[config.mk]
export PLATFORM = sky130hd
export DESIGN_NAME = irq_prio_ctrl
export DESIGN_NICKNAME = d
export VERILOG_FILES = /design/src/rtl/irq_pkg.sv /design/src/rtl/irq_sync.sv /design/src/rtl/irq_edge_det.sv /design/src/rtl/irq_chg_det.sv /design/src/rtl/irq_prio_ctrl.sv
export SDC_FILE = /design/constraint.sdc
export NUM_CORES = 1
export LEC_CHECK = 0
export ABC_AREA = 0
export BUFFER_PORTS_ARGS = -buffer_cell sky130_fd_sc_hd__buf_2
export CAP_MARGIN = 20
export CORE_UTILIZATION = 35
export DETAILED_ROUTE_END_ITERATION = 10
export HOLD_SLACK_MARGIN = 0.1
export SYNTH_ARGS = -nofsm -noshare
export SYNTH_HDL_FRONTEND = slang
export SYNTH_HIERARCHICAL = 1
export SYNTH_SLANG_ARGS = --single-unit
[constraint.sdc]
create_clock -name clk -period 0.9 [get_ports clk]
set_input_delay 0.09 -clock clk [delete_from_list [all_inputs] [get_ports clk]]
set_output_delay 0.09 -clock clk [all_outputs]
set_load 0.005 [all_outputs]
[src/rtl/irq_pkg.sv]
package irq_pkg;
  localparam int EXT_N  = 4;
  localparam int SRC_N  = 6;
  localparam int IDX_TMR = 4;
  localparam int IDX_CHG = 5;

  typedef enum logic [1:0] {
    A_FLAG = 2'd0,
    A_EN   = 2'd1,
    A_PRI  = 2'd2,
    A_CTRL = 2'd3
  } reg_addr_e;

  // pending = flag and enable and selected priority mask
  function automatic logic any_req(input logic [SRC_N-1:0] flg,
                                   input logic [SRC_N-1:0] ena,
                                   input logic [SRC_N-1:0] sel);
    return |(flg & ena & sel);
  endfunction

  // sticky update: software value first, hardware set wins
  function automatic logic [SRC_N-1:0] flag_next(input logic [SRC_N-1:0] cur,
                                                 input logic               sw_wr,
                                                 input logic [SRC_N-1:0] sw_val,
                                                 input logic [SRC_N-1:0] hw);
    return (sw_wr ? sw_val : cur) | hw;
  endfunction
endpackage

[src/rtl/irq_sync.sv]
module irq_sync #(
  parameter int W      = 4,
  parameter int STAGES = 2
) (
  input  logic         clk,
  input  logic         rst_n,
  input  logic [W-1:0] d,
  output logic [W-1:0] q
);
  logic [STAGES-1:0][W-1:0] stg;

  always_ff @(posedge clk or negedge rst_n) begin
    if (!rst_n) begin
      stg <= '0;
    end else begin
      stg[0] <= d;
      for (int s = 1; s < STAGES; s++) stg[s] <= stg[s-1];
    end
  end

  assign q = stg[STAGES-1];
endmodule

[src/rtl/irq_edge_det.sv]
module irq_edge_det #(
  parameter int W = 4
) (
  input  logic         clk,
  input  logic         rst_n,
  input  logic [W-1:0] lvl,
  input  logic [W-1:0] rise_sel,
  output logic [W-1:0] hit
);
  logic [W-1:0] prev;

  always_ff @(posedge clk or negedge rst_n) begin
    if (!rst_n) prev <= '0;
    else        prev <= lvl;
  end

  for (genvar i = 0; i < W; i++) begin : g_bit
    assign hit[i] = rise_sel[i] ? (lvl[i] & ~prev[i]) : (~lvl[i] & prev[i]);
  end
endmodule

[src/rtl/irq_chg_det.sv]
module irq_chg_det #(
  parameter int W = 4
) (
  input  logic         clk,
  input  logic         rst_n,
  input  logic [W-1:0] lvl,
  output logic         chg
);
  logic [W-1:0] prev;

  always_ff @(posedge clk or negedge rst_n) begin
    if (!rst_n) prev <= '0;
    else        prev <= lvl;
  end

  assign chg = |(lvl ^ prev);
endmodule

[src/rtl/irq_prio_ctrl.sv]
module irq_prio_ctrl
  import irq_pkg::*;
#(
  parameter int PORT_W = 8,
  parameter int CHG_LO = 4,
  parameter int SYNC_N = 2,
  parameter int DATA_W = 8
) (
  input  logic                       clk,
  input  logic                       rst_n,
  input  logic [irq_pkg::EXT_N-1:0]  ext_pin_i,
  input  logic [PORT_W-1:0]          port_i,
  input  logic                       tmr_ovf_i,
  input  logic                       sleep_i,
  input  logic                       wr_en_i,
  input  logic [1:0]                 addr_i,
  input  logic [DATA_W-1:0]          wdata_i,
  output logic [DATA_W-1:0]          rdata_o,
  output logic                       irq_hi_o,
  output logic                       irq_lo_o,
  output logic                       wake_o,
  output logic                       vec_req_o
);
  localparam int CHG_W = PORT_W - CHG_LO;

  // named internal events
  logic [EXT_N-1:0] ext_sync, ext_hit;
  logic [CHG_W-1:0] port_sync;
  logic             port_chg;
  logic [SRC_N-1:0] hw_set;
  logic [SRC_N-1:0] flag_q, en_q, hi_mask;
  logic [SRC_N-1:1] pri_q;
  logic [EXT_N-1:0] pol_q;
  logic             gie_q, gil_q;
  logic             flag_wr;
  logic             any_pend;
  logic             unused_port_lo;

  assign unused_port_lo = ^port_i[CHG_LO-1:0];

  irq_sync #(.W(EXT_N), .STAGES(SYNC_N)) u_ext_sync (
    .clk(clk), .rst_n(rst_n), .d(ext_pin_i), .q(ext_sync)
  );

  irq_edge_det #(.W(EXT_N)) u_edge (
    .clk(clk), .rst_n(rst_n), .lvl(ext_sync), .rise_sel(pol_q), .hit(ext_hit)
  );

  irq_sync #(.W(CHG_W), .STAGES(SYNC_N)) u_port_sync (
    .clk(clk), .rst_n(rst_n), .d(port_i[PORT_W-1:CHG_LO]), .q(port_sync)
  );

  irq_chg_det #(.W(CHG_W)) u_chg (
    .clk(clk), .rst_n(rst_n), .lvl(port_sync), .chg(port_chg)
  );

  assign hw_set  = {port_chg, tmr_ovf_i, ext_hit};
  assign flag_wr = wr_en_i && (addr_i == A_FLAG);
  assign hi_mask = {pri_q, 1'b1};

  always_ff @(posedge clk or negedge rst_n) begin
    if (!rst_n) begin
      flag_q <= '0;
      en_q   <= '0;
      pri_q  <= '0;
      pol_q  <= '1;
      gie_q  <= 1'b0;
      gil_q  <= 1'b0;
    end else begin
      flag_q <= flag_next(flag_q, flag_wr, wdata_i[SRC_N-1:0], hw_set);
      if (wr_en_i) begin
        case (addr_i)
          A_EN:   en_q  <= wdata_i[SRC_N-1:0];
          A_PRI:  pri_q <= wdata_i[SRC_N-1:1];
          A_CTRL: begin
            pol_q <= wdata_i[EXT_N-1:0];
            gil_q <= wdata_i[DATA_W-2];
            gie_q <= wdata_i[DATA_W-1];
          end
          default: ;
        endcase
      end
    end
  end

  always_comb begin
    rdata_o = '0;
    case (addr_i)
      A_FLAG:  rdata_o[SRC_N-1:0] = flag_q;
      A_EN:    rdata_o[SRC_N-1:0] = en_q;
      A_PRI:   rdata_o[SRC_N-1:0] = {pri_q, 1'b0};
      default: begin
        rdata_o[EXT_N-1:0] = pol_q;
        rdata_o[DATA_W-2]  = gil_q;
        rdata_o[DATA_W-1]  = gie_q;
      end
    endcase
  end

  assign any_pend  = any_req(flag_q, en_q, '1);
  assign irq_hi_o  = gie_q && any_req(flag_q, en_q, hi_mask);
  assign irq_lo_o  = gie_q && gil_q && any_req(flag_q, en_q, ~hi_mask);
  assign wake_o    = sleep_i && any_pend;
  assign vec_req_o = wake_o && gie_q;
endmodule

==> impl_results.md <==
- Warnings from Yosys: 6
- Synth cell types: 28
- Remaining Overflow, GRT: 0
- Run status: complete, but fails checks
- Clock slew at reported path FFs: 0.09 ns
- Number of nets in the final layout: 243
- Period Utilization, post-route: 163%
- Weighted congestion at the end of routability-driven global placement: 0.797
- Net count after synthesis: 171
- Routed wire length: 4310 microns
- Highest attainable clock frequency: 0.680 GHz
- Number of global-route vias before repair: 1515
- Worst Max-Slew Pin Slew: 0.338 ns
- Remaining antenna violation count after routing: 0
- EDFF count, synth: 0
- Largest cells by area after synthesis: dfrtp_1 55%, mux2_2 10%, dfstp_2 5.3%
- Cell chain of the critical path: buf_4 -> a32o_1 -> o21a_1 -> buf_2
- Crit path max fanout: 3
- Failing checks: negative setup slack
- Die Footprint: 0.00594 sq mm
- Sum of net half-perimeters after detailed placement: 2840 microns
- DR vias: 1406
- Time the final worst path needs with I/O delays and setup: 1.47 ns
- Ratio of routed vias to standard cells: 4.90
- Worst flop-to-flop path startpoint: flag_q[5]
- Headroom to the max-slew limit: 77.5%
- Clock latency of the later-clocked register in the worst-skew pair: 0.30 ns
- Part of the total power dissipated in combinational logic: 22.3%
- Overall track demand over capacity in global routing: 15.9%
- Vert. Die Dim: 77.1 microns
- Total chip power: 5.04 mW
- Ports: 39
- Worst path required time: 0.81 ns
- CP endpoint kind: primary output
- CTS tree: yes
- Internal power: 3.64 mW
- Setup repair after global routing missed its margin: yes
- Type of the setup path with the least slack: register to primary output
- Maximum number of pins on one net before global-route repair: 22
- Number of placement rows: 26
- Max Slew Vio Count: 0
- Cell with the biggest individual delay on the critical path: dfrtp_1
- Worst stage delay on the critical path: 0.43 ns
- Total placed instance area: 0.00228 sq mm
- End of the worst register-to-register path: flag_q[5]
- Portion of total power attributed to the clock network: 25.9%
- Design Area, Final: 0.00273 sq mm
- Startpoint kind of the worst setup timing path: register
- Arrival time at the worst endpoint: 1.38 ns
- N_diodes: 0
- Clock root cell: clkbuf_8
- Fraction of final layout cells with drive strength greater than 1: 49.8%
- Total power density per cell area: 1850 mW/mm^2
- Wirelength per Cell: 15.0 microns
- Synth Area per Inst: 13.7 sq um
- Final hold violations: 0
- Synthesized instance count: 144
- Worst-case clock skew: 0.00503 ns
- Total iterations of the first detailed-routing run: 7
- Number of design-rule violations left by the first detailed-router iteration: 44
- Number of input and output port buffers inserted: 34
- Leading post-synthesis cells by instance count: 43 x dfrtp_1, 18 x mux2_2, 11 x buf_4, 11 x nand2_1
- Fin Hold WS: 0.222 ns
- Worst r2r path cells: 4
- Remaining design rule violation count: 0
- Number of H-tree branching levels: 2
- Crit path buf inv count: 2
- Async S/R FF share, synth: 100%
- Number of buffers on the longest clock path: 2
- Internal reg-to-reg setup slack: -0.22 ns
- Post-synthesis instance area: 0.00197 sq mm
- Leading area contributor after synthesis: dfrtp_1
- Fin util: 51.8%
- Max Cap Viol: 0
- Initial cell density of the core: 37.4%
- Maximum VDD drop: 0.704 mV
- Net switching power: 1.40 mW
- Core Region: 0.00527 sq mm
- Kind of path behind the tightest hold check: input pin to async pin
- Sw frac: 27.8%
- Area fraction of the dominant cell type after synthesis: 54.5%
- Global-route wire length before repair: 7210 microns
- Crit path max-delay family: flip-flops
- Flip-flop and latch count after synthesis: 47
- Die width: 77.1 microns
- Leading register cell type out of synthesis: dfrtp_1
- Sequential cell area fraction in the yosys report: 59.9%
- Setup Total Neg Slack: -6.52 ns
- Sequential cell fraction of total power: 51.9%
- Layout-stage area growth over the synthesis result: 38.4%
- Number of endpoints failing setup at the final stage: 19
- Clock sinks: 47
- Fill count: 463
- Setup slack after layout: -0.571 ns
- Number of antenna violations at the first check in global routing: 0
- Number of buffers added by the clock tree synthesis step: 5
- Leakage: 1.26 nW
- Most common cell in the synthesized netlist: dfrtp_1
-- worst max path at each step --
stage	startpoint	end	slack, ns	cells after the start
finish	flag_q[0]	irq_hi_o	-0.57	4
global route	flag_q[1]	irq_lo_o	-0.64	4
CTS	en_q[2]	irq_lo_o	-0.58	4
detailed placement	addr_i[0]	flag_q[5]	-0.26	5
global placement	flag_q[4]	irq_lo_o	-0.24	4
floorplan	u_port_sync/q[2]	flag_q[5]	-0.12	4
-- cell usage in the layout (no fill, tap or decap), types with 2 or more instances in the layout --
cell and n:
nand2_1 7, o22ai_2 4, dlygate4sd3_1 18, clkbuf_8 5, mux2_2 16, nor2_1 2, mux4_2 3, nand2b_1 4
o21ai_2 2, a211o_1 6, buf_12 2, nor2b_1 2, nand2_2 3, buf_2 34, nand3b_1 2, and3_1 3
dfrtp_1 43, dfstp_2 4, nand3_1 4, nand4_1 3, buf_6 8, xnor2_1 4, mux2i_1 2, inv_6 2
mux2_4 2, nor2b_4 4, buf_4 14
-- sequential cells by signal (all words and copies together) (netlist names) --
name and flops:
en_q 6, flag_q 6, gie_q 1, gil_q 1, pol_q 4, pri_q 5
u_chg/prev 4, u_edge/prev 4, u_ext_sync/q 4, u_ext_sync/stg 4, u_port_sync/q 4, u_port_sync/stg 4
-- area by class of cell --
class	count	area [sq um]	area share, %
clock buffers	5	68.8	2.52
clock inverters	3	22.5	0.825
multi-input cells	86	786	28.8
flip-flops and latches	47	1180	43.2
well taps	70	87.6	3.21
repair buffers	76	586	21.4
-- logic make-up after synthesis --
kind of cell           synth area share, %
XOR/XNOR                              1.78
multiplexers                          14.7
buffers and inverters                 4.19
AO/OA/AOI/OAI                         8.56
flip-flops                            59.9
AND/OR/NAND/NOR                       10.9
-- repair_timing --
action | 4_1_cts | 5_1_grt
pin swaps | 10 | 12
buffers inserted | 6 | 6
hold endpoints to repair | 74 | 0
hold buffers | 18 | 0
endpoints found under the setup margin | 19 | 23
cloned | 0 | 0
resized for setup | 15 | 12
-- metrics by stage --
stage               setup WS, ns  cells
floorplan                 -0.115    144
global placement          -0.236    251
finish                    -0.571    287
CTS                       -0.582    283
detailed placement        -0.265    251
global route              -0.637    287
-- worst reg2reg max path, cell delays in order, from the launching register on --
cell	delay (ns)
dfrtp_1	0.43
buf_6	0.14
buf_6	0.10
nor2b_4	0.11
a211o_1	0.24
-- power by group through the flow --
stage / clock (mW) / combinational, mW / sequential [mW]
after floorplan: 0 / 0.546 / 2.56
after global placement: 0 / 0.830 / 2.61
after detailed placement: 0 / 0.849 / 2.63
after CTS: 1.35 / 1.05 / 2.60
after global routing: 1.45 / 1.23 / 2.65
final: 1.30 / 1.12 / 2.62
-- metal layers --
metal | track usage, % | vias up | share of wire, %
li1 | - | 656 | -
met1 | 19.4 | 709 | 43
met2 | 27.4 | 34 | 51
met3 | 2.86 | 7 | 3.3
met4 | 6.79 | 0 | 2.2
met5 | 0 | - | 0
Power figures use the tool's default switching activity.
